[src/rtl/bitprog_pkg.sv]
package bitprog_pkg;

    typedef enum logic [1:0] {
        ST_IDLE   = 2'd0,
        ST_ERASE  = 2'd1,
        ST_PROG   = 2'd2,
        ST_SETTLE = 2'd3
    } prog_state_e;

    typedef enum logic [1:0] {
        OP_NONE  = 2'd0,
        OP_ERASE = 2'd1,
        OP_BEGIN = 2'd2,
        OP_END   = 2'd3
    } prog_op_e;

endpackage

[src/rtl/prog_req_arb.sv]
module prog_req_arb
    import bitprog_pkg::*;
(
    input  logic     erase_req_i,
    input  logic     begin_req_i,
    input  logic     end_req_i,
    output prog_op_e op_o
);
    // Fixed priority: bulk clear wins, then begin-write, then end-write
    always_comb begin
        if (erase_req_i)      op_o = OP_ERASE;
        else if (begin_req_i) op_o = OP_BEGIN;
        else if (end_req_i)   op_o = OP_END;
        else                  op_o = OP_NONE;
    end
endmodule

[src/rtl/interval_timer.sv]
module interval_timer #(
    parameter int CNT_W = 8
) (
    input  logic             clk,
    input  logic             rst_n,
    input  logic             load_i,
    input  logic [CNT_W-1:0] load_val_i,
    output logic             done_o
);
    logic [CNT_W-1:0] cnt_d, cnt_q;

    always_comb begin
        cnt_d = cnt_q;
        if (load_i)             cnt_d = load_val_i;
        else if (cnt_q != '0)   cnt_d = cnt_q - 1'b1;
    end

    always_ff @(posedge clk or negedge rst_n) begin
        if (!rst_n) cnt_q <= '0;
        else        cnt_q <= cnt_d;
    end

    assign done_o = (cnt_q == '0);

    // a freshly loaded nonzero count is not yet done
    load_takes_chk: assert property (@(posedge clk) disable iff (!rst_n)
        load_i && (load_val_i != '0) |=> !done_o);
endmodule

[src/rtl/bit_bank.sv]
module bit_bank #(
    parameter int ARRAY_BITS = 128,
    parameter int WORD_BITS  = 16,
    localparam int ADDR_W    = $clog2(ARRAY_BITS),
    localparam int LSB_W     = $clog2(WORD_BITS),
    localparam int NWORDS    = ARRAY_BITS / WORD_BITS,
    localparam int WSEL_W    = ADDR_W - LSB_W
) (
    input  logic              clk,
    input  logic              rst_n,
    input  logic              clr_i,
    input  logic              set_en_i,
    input  logic [ADDR_W-1:0] set_addr_i,
    input  logic [ADDR_W-1:0] rd_addr_i,
    output logic              rd_bit_o
);
    logic [ARRAY_BITS-1:0] bits_flat;

    for (genvar w = 0; w < NWORDS; w++) begin : g_word
        logic [WORD_BITS-1:0] word_d, word_q;
        logic                 hit;

        assign hit = set_en_i && (set_addr_i[ADDR_W-1:LSB_W] == WSEL_W'(w));

        always_comb begin
            word_d = word_q;
            if (clr_i)     word_d = '0;
            else if (hit)  word_d[set_addr_i[LSB_W-1:0]] = 1'b1;
        end

        always_ff @(posedge clk or negedge rst_n) begin
            if (!rst_n) word_q <= '0;
            else        word_q <= word_d;
        end

        assign bits_flat[w*WORD_BITS +: WORD_BITS] = word_q;
    end

    assign rd_bit_o = bits_flat[rd_addr_i];


    clear_all_chk: assert property (@(posedge clk) disable iff (!rst_n)
        clr_i |=> (bits_flat == '0));

    bit_set_chk: assert property (@(posedge clk) disable iff (!rst_n)
        set_en_i && !clr_i |=> bits_flat[$past(set_addr_i)]);

    bank_hold_chk: assert property (@(posedge clk) disable iff (!rst_n)
        !clr_i && !set_en_i |=> $stable(bits_flat));
    // a single set raises at most one bit
    one_bit_chk: assert property (@(posedge clk) disable iff (!rst_n)
        set_en_i && !clr_i |=> ($countones(bits_flat ^ $past(bits_flat)) <= 1));
endmodule

[src/rtl/bitprog_seq.sv]
module bitprog_seq
    import bitprog_pkg::*;
#(
    parameter int ARRAY_BITS = 128,
    parameter int WORD_BITS  = 16,
    parameter int DATA_W     = 12,
    parameter int ERASE_CYC  = 40,
    parameter int PROG_CYC   = 40,
    parameter int SETTLE_CYC = 8
) (
    input  logic              clk,
    input  logic              rst_n,
    input  logic              we_i,
    input  logic              cs_i,
    input  logic              erase_req_i,
    input  logic              begin_req_i,
    input  logic              end_req_i,
    input  logic              rd_req_i,
    input  logic [DATA_W-1:0] data_i,
    output logic              busy_o,
    output logic              rd_bit_o,
    output logic              err_o,
    output logic              seq_err_o
);
    localparam int ADDR_W  = $clog2(ARRAY_BITS);
    localparam int MAX_A   = (ERASE_CYC > PROG_CYC) ? ERASE_CYC : PROG_CYC;
    localparam int MAX_CYC = (MAX_A > SETTLE_CYC) ? MAX_A : SETTLE_CYC;
    localparam int TMR_W   = $clog2(MAX_CYC + 1);
    localparam logic [TMR_W-1:0] ERASE_LD  = TMR_W'(ERASE_CYC - 1);
    localparam logic [TMR_W-1:0] PROG_LD   = TMR_W'(PROG_CYC - 1);
    localparam logic [TMR_W-1:0] SETTLE_LD = TMR_W'(SETTLE_CYC - 1);

    typedef struct packed {
        prog_state_e       st;
        logic [ADDR_W-1:0] addr;
        logic              pend;
        logic              err;
        logic              seq_err;
        logic              rd_bit;
    } ctl_t;

    ctl_t ctl_d, ctl_q;

    prog_op_e          op;
    logic [ADDR_W-1:0] req_addr;
    logic              tmr_load, tmr_done;
    logic [TMR_W-1:0]  tmr_val;
    logic              bank_clr, bank_set, bank_rd;
    logic              gate_ok, idle;
    logic              unused_hi;

    assign req_addr  = data_i[ADDR_W-1:0];
    assign unused_hi = ^data_i[DATA_W-1:ADDR_W];

    prog_req_arb u_arb (
        .erase_req_i (erase_req_i),
        .begin_req_i (begin_req_i),
        .end_req_i   (end_req_i),
        .op_o        (op)
    );

    interval_timer #(.CNT_W(TMR_W)) u_tmr (
        .clk        (clk),
        .rst_n      (rst_n),
        .load_i     (tmr_load),
        .load_val_i (tmr_val),
        .done_o     (tmr_done)
    );

    bit_bank #(.ARRAY_BITS(ARRAY_BITS), .WORD_BITS(WORD_BITS)) u_bank (
        .clk        (clk),
        .rst_n      (rst_n),
        .clr_i      (bank_clr),
        .set_en_i   (bank_set),
        .set_addr_i (ctl_q.addr),
        .rd_addr_i  (req_addr),
        .rd_bit_o   (bank_rd)
    );

    assign gate_ok = we_i && cs_i;
    assign idle    = (ctl_q.st == ST_IDLE);

    always_comb begin
        ctl_d    = ctl_q;
        tmr_load = 1'b0;
        tmr_val  = '0;
        bank_clr = 1'b0;
        bank_set = 1'b0;

        // Interval completion; a program interval commits its bit here
        if (!idle && tmr_done) begin
            if (ctl_q.st == ST_PROG) bank_set = 1'b1;
            ctl_d.st = ST_IDLE;
        end

        if (op != OP_NONE) begin
            if (!gate_ok || !idle) begin
                ctl_d.err = 1'b1;
            end else begin
                case (op)
                    OP_ERASE: begin
                        ctl_d.st   = ST_ERASE;
                        ctl_d.pend = 1'b0;
                        bank_clr   = 1'b1;
                        tmr_load   = 1'b1;
                        tmr_val    = ERASE_LD;
                    end
                    OP_BEGIN: begin
                        ctl_d.st   = ST_PROG;
                        ctl_d.addr = req_addr;
                        ctl_d.pend = 1'b1;
                        tmr_load   = 1'b1;
                        tmr_val    = PROG_LD;
                    end
                    OP_END: begin
                        if (ctl_q.pend && (req_addr != ctl_q.addr))
                            ctl_d.seq_err = 1'b1;
                        ctl_d.st   = ST_SETTLE;
                        ctl_d.pend = 1'b0;
                        tmr_load   = 1'b1;
                        tmr_val    = SETTLE_LD;
                    end
                    default: ;
                endcase
            end
        end

        if (cs_i && rd_req_i) ctl_d.rd_bit = bank_rd;
    end

    always_ff @(posedge clk or negedge rst_n) begin
        if (!rst_n) begin
            ctl_q <= '{st: ST_IDLE, addr: '0, pend: 1'b0, err: 1'b0,
                       seq_err: 1'b0, rd_bit: 1'b0};
        end else begin
            ctl_q <= ctl_d;
        end
    end

    assign busy_o    = !idle;
    assign rd_bit_o  = ctl_q.rd_bit;
    assign err_o     = ctl_q.err;
    assign seq_err_o = ctl_q.seq_err;


    busy_hold_chk: assert property (@(posedge clk) disable iff (!rst_n)
        busy_o && !tmr_done |=> busy_o);

    gate_drop_chk: assert property (@(posedge clk) disable iff (!rst_n)
        !busy_o && !gate_ok |=> !busy_o);

    busy_drop_chk: assert property (@(posedge clk) disable iff (!rst_n)
        busy_o && (op != OP_NONE) |=> err_o);

    err_sticky_chk: assert property (@(posedge clk) disable iff (!rst_n)
        err_o |=> err_o);

    seq_sticky_chk: assert property (@(posedge clk) disable iff (!rst_n)
        seq_err_o |=> seq_err_o);

    rd_hold_chk: assert property (@(posedge clk) disable iff (!rst_n)
        !cs_i |=> $stable(rd_bit_o));
    // clear and bit set never coincide
    clr_set_excl_chk: assert property (@(posedge clk) disable iff (!rst_n)
        !(bank_clr && bank_set));
endmodule

[config.mk]
export PLATFORM = sky130hd
export DESIGN_NAME = bitprog_seq
export DESIGN_NICKNAME = d
export VERILOG_FILES = /design/src/rtl/bitprog_pkg.sv /design/src/rtl/prog_req_arb.sv /design/src/rtl/interval_timer.sv /design/src/rtl/bit_bank.sv /design/src/rtl/bitprog_seq.sv
export SDC_FILE = /design/constraint.sdc
export NUM_CORES = 1
export LEC_CHECK = 0
export CORE_MARGIN = 2
export CORE_UTILIZATION = 35
export DETAILED_ROUTE_END_ITERATION = 7
export GPL_TIMING_DRIVEN = 0
export HOLD_SLACK_MARGIN = 0.03
export PLACE_DENSITY_LB_ADDON = 0.25
export SLEW_MARGIN = 10
export SYNTH_ARGS = -nofsm -noshare
export SYNTH_HDL_FRONTEND = slang
export SYNTH_SLANG_ARGS = --single-unit
[constraint.sdc]
create_clock -name clk -period 6.3 [get_ports clk]
set_input_delay 1.575 -clock clk [delete_from_list [all_inputs] [get_ports clk]]
set_output_delay 1.575 -clock clk [all_outputs]
set_load 0.02 [all_outputs]
Word-level counts from Yosys, hierarchy flattened. Cells that the tools add are included. Widths: inputs -> output; s select.

Output and inout port bits: 4. Register bits after elaboration: 147. Input bits: 20.

Equal/unequal tests: 12. Muxes and demuxes: 46. Order comparisons: 3. Reduce and logical (&&, ||, !) cells: 38. Bitwise gates (word level): 9. Add/subtract/negate cells: 1.

Operators by type and width (number): $mux 16 (16); $or 16x16->16 (8); $mux 6 (4); $reduce_bool 2->1 (11); $mux 1 (14); $logic_and 1x1->1 (13); $eq 3x3->1 const B (4); $mux 12 (1); $pmux 6 s2 (1); $mux 10 (1); $lt 7x8->1 const B (1); $mux 2 (4); $bmux 1 s7 (1); $mux 7 (1); $ne 7x7->1 (1); $eq 2x2->1 const B (3); $eq 3x2->1 const B (2); $logic_not 6->1 (1); $pmux 2 s3 (1); $reduce_and 3->1 (2); $reduce_bool 6->1 (1); $sub 6x1->6 const B (1); $lt 4x5->1 const B (1); $demux 1 s4 (1); other kinds (13) (15).

Longest topological paths before layout.
Depth after elaboration: 9. Gate-level depth with buffers: 9.

Cells and area by module. Synthesis repeated with hierarchy kept, for this count alone.

Cell total of the unflattened synthesis: 631. Area total of the unflattened synthesis: 6802.8 µm².

Modules (own cells, without submodules): bit_bank (area each 5691.7 µm², cells an instance 527, instances 1); bitprog_seq (area each 713.2 µm², cells an instance 59, instances 1); interval_timer (area each 379.1 µm², cells an instance 41, instances 1); prog_req_arb (area each 18.8 µm², cells an instance 4, instances 1).

Worst setup path before layout. No wires, ideal clock.

Path type: input to register. Start point: input port data_i[0]. End point: register ctl_q (netlist bit rd_bit_o). Data required time: 6.163 ns. Stages on the path: 8. Buffers on the path: 2. Arrival time: 3.234 ns. Setup time: 0.137 ns. Path slack: 2.929 ns. Path through: buf_6 > buf_8 > mux4_1 > mux4_2 > mux2i_1 > nor2_1 > a211oi_2 > a31oi_1.

Cells in the longest elaborated chain, start to end: 2.

Ends and longest elaborated chain: from (decl) (line bitprog_seq.sv:19) `input logic [DATA_W-1:0] data_i,`; $bmux 1 s7 (line bit_bank.sv:39) `assign rd_bit_o = bits_flat[rd_addr_i];`; $mux 1 (not written as such) (line bit_bank.sv:39); to (signal assigned) (line bitprog_seq.sv:133) `ctl_q <= '{st: ST_IDLE, addr: '0, pend: 1'b0, err: 1'b0,`; to (signal assigned) (line bitprog_seq.sv:136) `ctl_q <= ctl_d;`; to (decl) (line bitprog_seq.sv:42) `ctl_t ctl_d, ctl_q;`.

No other way between the ends. The select of a mux whose other input is x is not followed. A chain may end at the register's enable or synchronous reset.

Worst setup path after layout.
Start point: input port begin_req_i. End point: register u_bank.g_word[7].word_q[4].

Cells in the longest elaborated chain, start to end: 7. Elaborated cells between the ends (all ways): 9.

Ends and longest elaborated chain: from (decl) (line bitprog_seq.sv:16) `input logic begin_req_i,`; $mux 2 * (line prog_req_arb.sv:12) `else if (begin_req_i) op_o = OP_BEGIN;`; $mux 2 * (line prog_req_arb.sv:11) `if (erase_req_i) op_o = OP_ERASE;`; $eq 2x1->1 (line bitprog_seq.sv:100) `case (op)`; $mux 1 (line bitprog_seq.sv:100); $mux 1 (line bitprog_seq.sv:97) `if (!gate_ok || !idle) begin`; $mux 1 * (line bitprog_seq.sv:96) `if (op != OP_NONE) begin`; $mux 16 / $reduce_bool 2->1 (equally long branches); to (signal assigned) (line bit_bank.sv:33) `else word_q <= word_d;`; to (decl) (line bit_bank.sv:20) `logic [WORD_BITS-1:0] word_d, word_q;`.

Every way passes the cells marked *; elsewhere a longest branch is shown, timed or not.

==> results by group <==
Setup path
  • R2R cell count: 8
  • Worst path depth: 9
  • Buffers & Inverters on Critical Path: 3
  • Critical path class: input pin to register
  • Worst Setup Start Kind: input pin
  • WP data required: 6.58 ns
  • Delay-heaviest family, CP: buffers and inverters
  • Worst R2R Start: u_tmr.cnt_q[2]
  • Crit. End Element: register
  • CP startpoint: begin_req_i
  • Crit Reg-Reg Endpoint: u_bank.g_word[5].word_q[11]
  • CP peak stage delay: just over 0.7 ns
  • Max Fanout on Critical Path: 10
  • Arrival @ worst endpoint: 4.36 ns
  • CP Cell Sequence: clkdlybuf4s50_1 > nor2_1 > or2_2 > ha_1 > nor2_1 > and2_1 > clkbuf_1 > clkbuf_1 > nor2_1
  • Critical Path End: u_bank.g_word[7].word_q[4]
  • FF-to-FF setup slack: 3.69 ns
  • Most frequent CP cell: nor2_1
  • Max stage delay cell, worst path: clkbuf_1

Final layout
  • Area of the multi-input gates: 0.00290 mm^2
  • Register Area: roughly 0.0037 mm^2
  • Share of cells above drive strength 1: about 14%
  • Area Overhead vs Synth: 16.9%
  • Core Util, Final: 42.1%
  • Nets: between 700 and 800
  • Fillers: 1,797
  • Antenna fix cells: 0

Clock tree
  • Hold_buf cts: 0
  • Worst skew pair latency: 0.43 ns
  • Clock Path Buffers: 2
  • Post-CTS sizing: 0
  • Clock-pin slew on the worst setup and hold paths: 0.06 ns
  • # Post-CTS Setup Buffers: 0
  • Max H-tree Level: 4
  • Clk root buf: clkbuf_16
  • CTS tree: built
  • Clock sinks: 147
  • Total CTS buffers: 17

GRT
  • Vias in the first global route: about 5,300
  • Largest net degree at the start of global routing: 116
  • First-pass GRT wire length: 30.8 mm
  • GR Util All Layers: between 20% and 30%
  • Overflow after GRT: 0
  • Initial antenna violation count: 0

Timing
  • Hold Vio Cnt, Final: 0
  • Final Hold Slack: 0.470 ns
  • # setup viols final: 0
  • Period utilization: 64.8%
  • Tightest Pin Transition: 1.28 ns
  • Max Slew Vio Count: 0
  • Slew margin rel.: 14.2%
  • Clock Skew: approximately 0.010 ns
  • Unrepaired setup endpoints after global routing: no
  • Period minus WS final: 4.08 ns
  • Fmax: 245 MHz

Synth
  • Syn nets: 668
  • Synth top area cells: dfrtp_1 54%, a21oi_1 9.8%, nor2_1 8.5%
  • Commonest register cell after synthesis: dfrtp_1
  • Synth Instances: between 600 and 700
  • Synthesized cell area: roughly 0.0068 mm^2
  • Synth cell types: 45
  • Syn. warnings: 0
  • EDFF count, synth: 0
  • Mean post-synth cell area: roughly 11 um^2
  • Cell taking the most area after synthesis: dfrtp_1
  • Register area share after synthesis: between 50% and 60%
  • Register bit total from synthesis: 147
  • Ys async rst share: 100%
  • Top cell type's share of synthesized area: 54.2%

Die
  • # IOs: 24
  • Die Area: just over 0.02 mm^2
  • Die W: 143 um
  • Initial Utilization: 36.0%
  • Core area: approximately 0.019 mm^2
  • Row Count: 50
  • Die Span Y: 143 um

Routing
  • Routed wire per std cell: 20.4 um
  • Final wirelength: 19.5 mm
  • Remaining DRCs: 0
  • Via density: 5.43
  • DR vias: 5,190
  • 1st-iter DRT viols: 542
  • Pre-Repair DR Iteration Count: 5
  • Antenna-violating nets left: 0

Place
  • IO buf count: 14
  • HPWL after DPL: between 10 and 15 mm
  • Placer Congestion: between 0.8 and 0.9

Power and ir drop
  • Peak supply drop: 0.252 mV
  • P per Cell Area: 436 mW/mm^2
  • Leakage: 3.45 nW

Run
  • Maxcap violations: 0

Run status
  • Status: complete, no violations

Min path
  • HP Class: register to register
==> placed cells by master, fill, tap and decap left out, types with 2 or more instances in the layout <==
master           synthesis  routed
nor2_1                 153     153
dfrtp_1                147     147
a21oi_1                133     133
clkbuf_1                24      25
mux4_2                  22      22
nand2_1                 20      20
mux2i_1                 19      19
clkbuf_16                0      17
clkdlybuf4s50_1          0      13
buf_2                   12      12
inv_1                    9       9
nor3_2                   2       8
nand2b_1                 8       8
mux2_2                   7       7
ha_1                     7       7
nand3_1                  6       6
buf_6                    4       6
o21ai_0                  5       5
xor2_1                   5       5
xnor2_1                  5       5
mux4_1                   5       5
buf_4                    0       5
a22oi_1                  4       4
inv_6                    0       4
nand4_1                  3       3
nor2b_1                  3       3
clkinv_4                 0       3
or2_2                    2       2
and2_1                   2       2
nor3_1                   8       2
o211ai_1                 2       2
nand4b_1                 2       2
buf_8                    1       2
a211oi_1                 2       2
o31ai_1                  2       2
a22o_1                   2       2
clkinv_2                 0       2
clkbuf_8                 0       2
clkinvlp_4               0       2
==> report_power, final <==
group | internal (mW) | switching (mW)
Clock | 0.532 | 0.419
Sequential | 1.37 | 0.242
Combinational | 0.431 | 0.469
Total | 2.33 | 1.13
==> cells in the mapped netlist (6+ instances only) <==
library cell / count
a21oi_1: 133
buf_2: 12
clkbuf_1: 24
dfrtp_1: 147
ha_1: 7
inv_1: 9
mux2_2: 7
mux2i_1: 19
mux4_2: 22
nand2_1: 20
nand2b_1: 8
nand3_1: 6
nor2_1: 153
nor3_1: 8
==> cell type report <==
cell class	instances	area share (%)
Buffer	41	2.65
Clock buffer	20	5.76
Clock inverter	12	1.23
Inverter	9	0.426
Multi-Input combinational cell	444	36.5
Sequential cell	147	46.4
Tap cell	260	4.10
Timing Repair Buffer	22	2.93
==> how the worst min path moves through the flow <==
stage	from	cells after the start	slack [ns]	to
after detailed placement	err_o	1	0.47	err_o
after global placement	err_o	1	0.44	err_o
after global routing	err_o	1	0.49	err_o
final	err_o	1	0.47	err_o
after CTS	err_o	1	0.48	err_o
after floorplan	ctl_q[3]	2	0.45	ctl_q[3]
==> routing by layer <==
metal  GRT usage, %  vias up  part of all wire [%]
li1               -     2323                     -
met3           4.46       38                   5.6
met1           27.8     2663                    45
met5              0        -                     0
met2           32.1      166                    47
met4           8.29        0                   2.9
==> metrics by stage <==
step           power (mW)  setup TNS [ns]  setup slack [ns]  instance area, um^2  instances
5_1_grt              3.68               0              2.09                 7930        955
6_report             3.46               0              2.22                 7930        955
3_3_place_gp         2.43         -303.50             -2.08                 7250        915
3_5_place_dp         2.51               0              1.83                 7380        923
4_1_cts              3.47               0              2.26                 7930        955
2_1_floorplan        2.21               0              2.93                 6780        641
==> registers in the layout (all words and copies together) (netlist names) <==
| signal | flops |
|---|---|
| rd_bit_o | 1 |
| u_bank.g_word.word_q | 128 |
| err_o | 1 |
| seq_err_o | 1 |
| ctl_q | 10 |
| u_tmr.cnt_q | 6 |
==> cell families (layout without fill, tap and decap cells) <==
logic type	Yosys count	count (layout)	share of synthesized area [%]
buffers and inverters	50	104	3.60
flip-flops	147	147	54.2
XOR/XNOR	10	10	1.29
adder cells (fa/ha/maj)	7	7	1.29
AO/OA/AOI/OAI	157	157	12.5
multiplexers	53	53	13.2
AND/OR/NAND/NOR	217	217	13.9
Note: power is estimated with default switching activity, not from simulation.
